<file path="config.mk">
export PLATFORM = sky130hd
export DESIGN_NAME = chg_detect_sampler
export DESIGN_NICKNAME = d
export VERILOG_FILES = /design/src/rtl/cds_pkg.sv /design/src/rtl/cds_sync.sv /design/src/rtl/cds_edge_qual.sv /design/src/rtl/cds_capture.sv /design/src/rtl/chg_detect_sampler.sv
export SDC_FILE = /design/constraint.sdc
export NUM_CORES = 1
export LEC_CHECK = 0
export ABC_AREA = 1
export BUFFER_PORTS_ARGS = -buffer_cell sky130_fd_sc_hd__buf_4
export CELL_PAD_IN_SITES_DETAIL_PLACEMENT = 1
export CELL_PAD_IN_SITES_GLOBAL_PLACEMENT = 2
export CORE_UTILIZATION = 24
export DETAILED_ROUTE_END_ITERATION = 6
export PLACE_DENSITY = 0.72
export SKIP_LAST_GASP = 1
export SYNTH_ARGS = -nofsm -noshare
export SYNTH_HDL_FRONTEND = slang
export SYNTH_SLANG_ARGS = --single-unit
</file>
<file path="constraint.sdc">
create_clock -name clk -period 1.55 [get_ports clk]
set_clock_uncertainty 0.15 [all_clocks]
set_input_delay 0.2325 -clock clk [delete_from_list [all_inputs] [get_ports clk]]
set_output_delay 0.2325 -clock clk [all_outputs]
set_load 0.01 [all_outputs]
</file>
<file path="src/rtl/cds_pkg.sv">
// Shared types for the change-detection sampler.
package cds_pkg;
    // Action applied to the capture holding register in one clock.
    typedef enum logic [1:0] {
        CAP_HOLD  = 2'd0,
        CAP_LOAD  = 2'd1,
        CAP_CLEAR = 2'd2
    } cap_action_t;
endpackage

</file>
<file path="src/rtl/cds_sync.sv">
// Multi-stage resynchronizer for a bus of asynchronous lines.
// Assumes each line is independently asynchronous. No bus coherence is
// claimed. Reset loads every stage with the raw input, so the chain
// starts out settled.
module cds_sync #(
    parameter int WIDTH  = 32,
    parameter int STAGES = 2
) (
    input  logic             clk,
    input  logic             rst_n,
    input  logic [WIDTH-1:0] d_async,
    output logic [WIDTH-1:0] d_sync
);
    logic [WIDTH-1:0] stg [STAGES];

    for (genvar s = 0; s < STAGES; s++) begin : g_stage
        if (s == 0) begin : g_first
            // Purpose: first stage samples the asynchronous bus.
            always_ff @(posedge clk) begin
                stg[0] <= d_async;
            end
        end else begin : g_next
            // Purpose: later stages shift; reset preloads the raw input.
            always_ff @(posedge clk) begin
                if (!rst_n) stg[s] <= d_async;
                else        stg[s] <= stg[s-1];
            end
        end
    end

    assign d_sync = stg[STAGES-1];
endmodule

</file>
<file path="src/rtl/cds_edge_qual.sv">
// Per-line edge qualifier. Compares the synchronized lines with their
// values one clock earlier. It flags a hit when any line shows an edge
// whose kind is enabled for that line. Assumes init_val equals the value
// the synchronizer is loaded with during reset.
module cds_edge_qual #(
    parameter int WIDTH = 32
) (
    input  logic             clk,
    input  logic             rst_n,
    input  logic [WIDTH-1:0] cur,
    input  logic [WIDTH-1:0] init_val,
    input  logic [WIDTH-1:0] rise_en,
    input  logic [WIDTH-1:0] fall_en,
    output logic             hit
);
    logic [WIDTH-1:0] prev;
    logic [WIDTH-1:0] line_hit;

    // Purpose: remember last clock's synchronized values.
    always_ff @(posedge clk) begin
        if (!rst_n) prev <= init_val;
        else        prev <= cur;
    end

    for (genvar i = 0; i < WIDTH; i++) begin : g_line
        // Purpose: qualify rising and falling edges of one line.
        always_comb begin
            line_hit[i] = (rise_en[i] &  cur[i] & ~prev[i]) |
                          (fall_en[i] & ~cur[i] &  prev[i]);
        end
    end

    // Purpose: merge all line hits into one detection flag.
    always_comb begin
        hit = |line_hit;
    end
endmodule

</file>
<file path="src/rtl/cds_capture.sv">
// Capture register with a valid/acknowledge handshake and a sticky
// overflow flag. Also registers the event pulse. Assumes hit is high
// for one clock per detection and is already synchronous.
module cds_capture
    import cds_pkg::*;
#(
    parameter int WIDTH = 32
) (
    input  logic             clk,
    input  logic             rst_n,
    input  logic             hit,
    input  logic [WIDTH-1:0] cur,
    input  logic [WIDTH-1:0] sample_mask,
    input  logic             ack,
    output logic             event_pulse,
    output logic [WIDTH-1:0] data,
    output logic             valid,
    output logic             overflow
);
    cap_action_t act;

    // Purpose: decide the valid-flag action; a new event wins over ack.
    always_comb begin
        if (hit)                act = CAP_LOAD;
        else if (valid && ack)  act = CAP_CLEAR;
        else                    act = CAP_HOLD;
    end

    // Purpose: register the one-clock event pulse.
    always_ff @(posedge clk) begin
        if (!rst_n) event_pulse <= 1'b0;
        else        event_pulse <= hit;
    end

    // Purpose: load masked line values on an event.
    always_ff @(posedge clk) begin
        if (!rst_n)               data <= '0;
        else if (act == CAP_LOAD) data <= cur & sample_mask;
    end

    // Purpose: maintain the valid flag.
    always_ff @(posedge clk) begin
        if (!rst_n) begin
            valid <= 1'b0;
        end else begin
            case (act)
                CAP_LOAD:  valid <= 1'b1;
                CAP_CLEAR: valid <= 1'b0;
                default:   valid <= valid;
            endcase
        end
    end

    // Purpose: sticky flag for a capture overwritten before acknowledge.
    always_ff @(posedge clk) begin
        if (!rst_n)                     overflow <= 1'b0;
        else if (hit && valid && !ack)  overflow <= 1'b1;
    end
endmodule

</file>
<file path="src/rtl/chg_detect_sampler.sv">
// Change-detection sampler top level. It resynchronizes the input bus,
// detects enabled edges per line, and on any detection pulses
// event_pulse and captures the lines picked by sample_mask. Assumes the
// masks are synchronous to clk.
module chg_detect_sampler #(
    parameter int LINES       = 32,
    parameter int SYNC_STAGES = 2
) (
    input  logic             clk,
    input  logic             rst_n,
    input  logic [LINES-1:0] din,
    input  logic [LINES-1:0] rise_en,
    input  logic [LINES-1:0] fall_en,
    input  logic [LINES-1:0] sample_mask,
    input  logic             cap_ack,
    output logic             event_pulse,
    output logic [LINES-1:0] cap_data,
    output logic             cap_valid,
    output logic             overflow
);
    logic [LINES-1:0] din_s;
    logic             hit;

    cds_sync #(.WIDTH(LINES), .STAGES(SYNC_STAGES)) u_sync (
        .clk     (clk),
        .rst_n   (rst_n),
        .d_async (din),
        .d_sync  (din_s)
    );

    cds_edge_qual #(.WIDTH(LINES)) u_edge (
        .clk      (clk),
        .rst_n    (rst_n),
        .cur      (din_s),
        .init_val (din),
        .rise_en  (rise_en),
        .fall_en  (fall_en),
        .hit      (hit)
    );

    cds_capture #(.WIDTH(LINES)) u_cap (
        .clk         (clk),
        .rst_n       (rst_n),
        .hit         (hit),
        .cur         (din_s),
        .sample_mask (sample_mask),
        .ack         (cap_ack),
        .event_pulse (event_pulse),
        .data        (cap_data),
        .valid       (cap_valid),
        .overflow    (overflow)
    );
endmodule

</file>
# After elaboration in Yosys (flattened, before gate mapping)
# Memory sizes are Yosys's and may differ from the RTL's.
# Cells that the tools add are included.
dict set report totals {
  register_bits 67
  mem_bits_rw 64
  input_bits 131
  output_inout_bits 35
  wordCells 247
  n_memories 1
}
dict set report op_classes {
  n_eq_ne 2
  muxes 7
  bitwise_logic 226
  reduce_logical 6
}
# name depth width rd rd_clocked_by_memory_dff write_ports line
set memory_table {}
lappend memory_table {u_sync.stg 2 32 2 0 2 cds_sync.sv:14} ;# logic [WIDTH-1:0] stg [STAGES];
# op n
set op_table {}
lappend op_table {{1-bit AND} 128}
lappend op_table {{32-bit 2-to-1 mux} 2}
lappend op_table {{1-bit NOT} 64}
lappend op_table {{1-bit bitwise OR} 33}
lappend op_table {{32-bit AND} 1}
lappend op_table {{32-bit OR reduction} 1}
lappend op_table {{2-bit 2-to-1 mux} 2}
lappend op_table {{1-bit logical AND} 3}
lappend op_table {{2-bit by 1-bit equality test with 1-bit output (second input constant)} 1}
lappend op_table {{2-bit equality test (second input constant)} 1}
lappend op_table {{1-bit 2-to-1 mux} 2}
lappend op_table {{1-bit one-hot mux with 2 select lines} 1}
lappend op_table {{2-bit nonzero test} 1}
lappend op_table {{1-bit logical NOT} 1}

# Logic depth before layout (Yosys ltp)
# Gate-level depths: netlist (run 1).
dict set report logic_depth {
  word_depth 8
  depth_mapped 13
  ltp_nobuf 12
}

# Cells and area by module
# Synthesis (run 1) repeated with hierarchy kept, for this count alone.
dict set report hier_totals {
  cells_unflattened 624
  hier_area_um2 4934.7
}
# mod n_inst cells_per_inst area_each_um2
set modules_own_cells {}
lappend modules_own_cells {cds_edge_qual 1 305 1793.0}
lappend modules_own_cells {cds_sync 1 168 1773.0}
lappend modules_own_cells {cds_capture 1 151 1368.8}

# Worst setup path before layout (run 1)
# No wires, ideal clock.
dict set report synth_timing {
  kind {register -> register}
  startpoint {memory u_sync.stg[1][12]}
  endpoint {register u_cap.data[14]}
  setup_ns 0.114
  arrival_ns 1.216
  setup_slack_ns 0.070
  path_stages_with_launch 13
  synth_period_minus_slack_ns 1.480
  path_cell_list {dfxtp_1 inv_1 nand3_2 nand2_1 inv_1 nand2_1 nor2_1 nand2_1 nor2_2 nand2_1 buf_4 nand3_1 nand2_1}
}
# element line
set synth_lines {}
lappend synth_lines {{start: declaration} cds_sync.sv:14}
lappend synth_lines {{end signal: assignment} cds_capture.sv:38} ;# else if (act == CAP_LOAD) data <= cur & sample_mask;
lappend synth_lines {{end: declaration} cds_capture.sv:16} ;# output logic [WIDTH-1:0] data,

==> flow_summary.yaml, run 1 <==
timing:
  worst_hold_slack_ps: -5.96
  worst_pin_slew_ps: 455
  setup_viol: 35
  fmaxAchievable_mhz: 558
  hold_viol_final: 2
  finalWorstSetupSlack_ps: -243
  min_period_over_period: 1.16
  slew_headroom: 0.697
  slew_violations: 0
  setup_tns_ps: -7540
  rsz0062_at_grt: "yes"
  min_period_ps: 1790
synthesis:
  yosys_warnings: 0
  syn_avg_cell_area_um2: 7.03
  synth_seq_area_share: 0.509
  ys_top_cells_by_count: "nand2_1 (218), dfxtp_1 (131), inv_1 (121)"
  synth_area_leaders: "dfxtp_1 (51%), nand2_1 (16%), inv_1 (8.8%)"
  synth.distinct_cells: 21
  yosys.area.top_type: "dfxtp_1"
  synth_top_area_frac: 0.509
  syn_inst: 733
  yosysMostFrequentCell: "nand2_1"
  ys_seq_elements: 131
  synth-async-reset-ratio: 0
  ys.flop_type: "dfxtp_1"
  syn-num-nets: 864
  syn_area_mm2: 0.00515
  synth_edf_count: 0
finish:
  final_cells: 1288
  layout.nets: 1131
  fin_util: 0.410
  syn_to_final_growth_pct: 67.3
  diodes: 0
  drive_gt1_frac: 0.364
die:
  die_w_um: 149
  coreArea_mm2: 0.0210
  row_count: 53
  io_pins: 166
  dieArea_mm2: 0.0221
  die_h_um: 149
  start_util: 0.245
worst_setup_path:
  cp_max_fo: 6
  crit_arrival_ps: 2010
  crit_required_ps: 1760
  path_class: "reg2reg"
  end_kind: "flop"
  startpoint_type: "flop"
clocking:
  clkSinkCount: 131
  ctsHtreeMaxLevel: 4
  cts.clk_slew.worst_paths_ps: 60
  worstSkewPairLatency_ps: 420
  root_buffer: "clkbuf_16"
  clk_path_buf_depth: 2
  cts_tree: "built"
  cts_buffers: 17
status:
  violations: "negative hold slack, negative setup slack"
  status: "finished with violations"
global_route:
  grt_antenna_before_repair: 0
  track_usage: 0.162
  grt_first_pass_wirelength_um: 27100
  grt_max_degree: 63
  grt_pass1_vias: 5348
  globalRouteOverflowTotal: 0
pwr:
  powerDensity_mw_per_mm2: 1060
  p_leak_nw: 4.40
  vdd_ir_drop_max_mv: 0.727
routing:
  viasPerCell: 4.05
  drc: 0
  drt-pass1-iter-count: 4
  drt_iter0_markers: 101
  ant_nets: 0
  finalWirelength_um: 17400
  post_drt_wl_per_cell_um: 13.5
  num_vias: 5222
placed_design:
  dpl.hpwl_um: 12200
  io_buffer_count: 165
  dp.cells: 1186
  place.gp.congestion: 0.742
min_path:
  hold_path_class: "in2reg"
run:
  cap_violations: 0
==> timing repair <==
item / 4_1_cts / 5_1_grt
pin swaps: 11 / 59
setup buffers: 6 / 1
hold endpoints to repair: 124 / 0
endpoints found under the setup margin: 35 / 35
hold buffers: 59 / 0
cloned: 3 / 2
resized for setup: 59 / 63
==> state kept, by name, summed over array words and instances, names as in the netlist <==
signal,count
u_cap.data,32
u_cap.event_pulse,1
u_cap.overflow,1
u_cap.valid,1
u_edge.prev,32
u_sync.stg,64
==> cells in the final DEF, fill, tap and decap left out, types with 3 or more instances in the layout <==
master	instances
nor2_4	7
nand3_1	58
inv_1	112
dfxtp_1	95
clkbuf_8	3
nand2_2	17
nor2_1	66
buf_12	5
inv_2	14
nand2_1	202
buf_16	3
clkinvlp_4	4
nand3_2	25
nor2_2	22
o21ai_2	3
buf_4	199
dfxtp_2	36
clkbuf_16	19
o21ai_0	44
dlygate4sd3_1	59
==> layout make-up <==
type	count	area [µm²]
clock buffer	21	470
clock inverter	11	126
fill	2553	12400
inverter	128	480
multi-input combinational	451	2170
sequential	131	2670
tap	275	344
timing repair buffer	271	2350
==> metrics by stage <==
| step | setup WS, ps | cell area, µm² | total power (W) |
|---|---|---|---|
| 5_1_grt | -324 | 8620 | 0.00959 |
| 6_report | -243 | 8620 | 0.00912 |
| 3_3_place_gp | -282 | 6940 | 0.00486 |
| 2_1_floorplan | 70.1 | 5150 | 0.00426 |
| 3_5_place_dp | -280 | 6940 | 0.00487 |
| 4_1_cts | -214 | 8400 | 0.00918 |
==> cell families after synthesis <==
kind of cell / Yosys count / synth area share
AO/OA/AOI/OAI: 48 / 0.0471
flip-flops: 131 / 0.509
AND/OR/NAND/NOR: 403 / 0.327
buffers and inverters: 151 / 0.116
==> layer usage <==
layer  share of wire  up-vias  global-route usage  routed length, µm
li1                -     2742                   -                  -
met1            0.46     2357               0.205               8100
met2            0.47      109               0.269               8240
met3           0.052       14              0.0414                908
met4           0.011        0              0.0510                191
met5               0        -                   0                  0
==> where the power goes <==
part / internal (W) / switching [W] / total (W)
combinational: 0.000677 / 0.000606 / 0.00128
clock: 0.00250 / 0.00158 / 0.00408
sequential: 0.00362 / 0.000139 / 0.00375
==> critical path, stage by stage, from the launching register on <==
cell	delay (ps)
dfxtp_2	350
inv_2	50
nand3_2	60
o21ai_2	50
nor2_2	180
nand2_1	90
nor2_2	160
nand2_2	90
nor2_4	110
buf_12	160
clkbuf_16	160
nand3_2	50
nand2_1	70
==> path summary, 6_finish.rpt <==
check	startpoint	end	slack, ps	cells past startpoint
worst max-delay path	u_sync.stg[1][31]	u_cap.data[6]	-240	12
worst max register to register	u_sync.stg[1][31]	u_cap.data[6]	-240	12
worst min register to register	u_sync.stg[0][30]	u_sync.stg[1][30]	270	2
worst min-delay path	sample_mask[28]	u_cap.data[28]	-6	5
Note: power is estimated with default switching activity, not from simulation.
==> run 2, diff against run 1 <==
- BUFFER_PORTS_ARGS: -buffer_cell sky130_fd_sc_hd__buf_4 -> unset
- CELL_PAD_IN_SITES_DETAIL_PLACEMENT: 1 -> 2
- CORE_UTILIZATION: 24 -> 30
- DONT_BUFFER_PORTS: unset -> 1
- PLACE_DENSITY: 0.72 -> 0.71
==> run 2 against run 1 <==
The flow still finishes with violations (negative hold slack, negative setup slack). Critical path depth is the same. Sequential power is essentially flat. Utilization grew 2.9 points. Cell area shrank 15%. Non-clock buffer count shrank 151. Worst setup slack gained 3.4 ps. Fmax grew 0.19%. Highest routed layer unchanged. Clock power is essentially flat. Final cell count shrank 16%. Count of clock-buffer cells in the layout shrank 2.
==> flow_summary.yaml, run 2 (synthesis gave the netlist of run 1 again) <==
finish:
  layout.nets: 980
  final_cell_mix: "nand2_1 (211), inv_1 (119), dfxtp_1 (108), dlygate4sd3_1 (85), nand3_1 (72)"
  reg_top3: "u_sync.stg: 64 flops, u_cap.data: 32 flops, u_edge.prev: 32 flops"
  stdcell_area_mm2: 0.00733
  fill_cells: 1909
  top_register: "u_sync.stg"
  multi_input_area_mm2: 0.00212
  largest_reg_flops: 64
  final_common_cell: "nand2_1"
  seqCellArea_mm2: 0.00265
  syn_to_final_growth_pct: 42.4
  drive_gt1_frac: 0.179
  final_cells: 1082
  diodes: 0
run:
  cap_violations: 0
worst_setup_path:
  path_class: "reg2reg"
  crit_required_ps: 1750
  end_kind: "flop"
  cp_max_fo: 6
  crit_arrival_ps: 1990
  startpoint_type: "flop"
clocking:
  hold_buffers: 85
  cts_buffers: 17
  cts.clk_slew.worst_paths_ps: 70
  clkSinkCount: 131
  ctsHtreeMaxLevel: 4
  root_buffer: "clkbuf_16"
  worstSkewPairLatency_ps: 420
  clk_path_buf_depth: 2
  cts_tree: "built"
timing:
  slew_headroom: 0.825
  rsz0062_at_grt: "yes"
  hold_viol_final: 34
  finalWorstSetupSlack_ps: -239
  fmaxAchievable_mhz: 559
  setup_viol: 35
  min_period_over_period: 1.15
  setup_tns_ps: -7140
  worst_pin_slew_ps: 259
  slew_violations: 0
  min_period_ps: 1790
  worst_hold_slack_ps: -182
routing:
  drt-pass1-iter-count: 4
  viasPerCell: 4.64
  drc: 0
  finalWirelength_um: 19000
  ant_nets: 0
  num_vias: 5019
  post_drt_wl_per_cell_um: 17.5
  drt_iter0_markers: 103
die:
  io_pins: 166
  die_h_um: 133
  coreArea_mm2: 0.0167
  dieArea_mm2: 0.0177
  die_w_um: 133
  start_util: 0.308
  row_count: 47
placed_design:
  postPlaceCellArea_mm2: 0.00554
  place_ws_ps: -314
  io_buffer_count: 0
  place.gp.congestion: 0.840
  dp.cells: 957
  dpl.hpwl_um: 12500
pwr:
  finalPower_w: 0.00882
  powerDensity_mw_per_mm2: 1200
  p_leak_nw: 3.59
  vdd_ir_drop_max_mv: 0.754
global_route:
  grt_antenna_before_repair: 0
  globalRouteOverflowTotal: 0
  grt_first_pass_wirelength_um: 29700
  track_usage: 0.222
  grt_pass1_vias: 5803
  grt_max_degree: 100
min_path:
  hold_path_class: "in2reg"
status:
  violations: "negative hold slack, negative setup slack"
  status: "finished with violations"
run 2: changes by cell type in the layout (fill, tap and decap cells not counted), moves of 7 or more:
cell and change:
inv_2 -7, dfxtp_1 +13, nand3_1 +14, dfxtp_2 -14, nand2_1 +9, buf_4 -173, nand3_2 -15, dlygate4sd3_1 +26
inv_1 +7, nand2_2 -8
run 2: power breakdown:
group	leakage [nW]	total, W	internal, W	switching, W
clock network	0.287	0.00407	0.00244	0.00163
registers	1.10	0.00378	0.00361	0.000174
logic	2.20	0.000960	0.000459	0.000502
run 2: layout make-up:
class	count	area share
flip-flops and latches	131	0.362
repair buffers	120	0.165
well taps	220	0.0375
inverters	128	0.0655
clock buffers	19	0.0604
multi-input cells	451	0.289
clock inverters	13	0.0203
run 2: critical path, cell delays in order, from the launching register on:
cell,delay (ps)
dfxtp_2,360
inv_2,60
nand3_2,80
o21ai_2,60
nor2_2,170
nand2_1,90
nor2_2,120
nand2_2,70
nor2_4,120
buf_12,140
buf_12,140
nor2_2,50
nor2_1,100
run 2: worst paths after layout:
| path | from | slack, ps | to | cells after the start |
|---|---|---|---|---|
| setup / recovery | u_sync.stg[1][31] | -240 | u_cap.data[29] | 12 |
| setup reg to reg | u_sync.stg[1][31] | -240 | u_cap.data[29] | 12 |
| hold reg to reg | u_sync.stg[1][3] | 370 | u_edge.prev[3] | 2 |
| hold / removal | rst_n | -180 | u_cap.data[15] | 2 |
run 2: stage by stage:
stage	hold slack (ps)	utilization
after global placement	110	0.331
after floorplan	110	-
after global routing	-203	0.439
after CTS	-233	0.430
final	-182	0.439
after detailed placement	110	0.331
run 2: what timing repair did:
item	in CTS	in global routing
cloned	2	1
setup buffers	7	2
gates resized for setup	48	51
pin swaps	17	26
endpoints found under the setup margin	35	35
endpoints found under the hold margin	130	34
run 2: metal layers:
metal,vias to the layer above,track usage,wire [µm]
met5,-,0,0
met4,0,0.0709,305
met3,24,0.0755,1220
met2,120,0.412,9930
met1,2425,0.233,7500
li1,2450,-,-
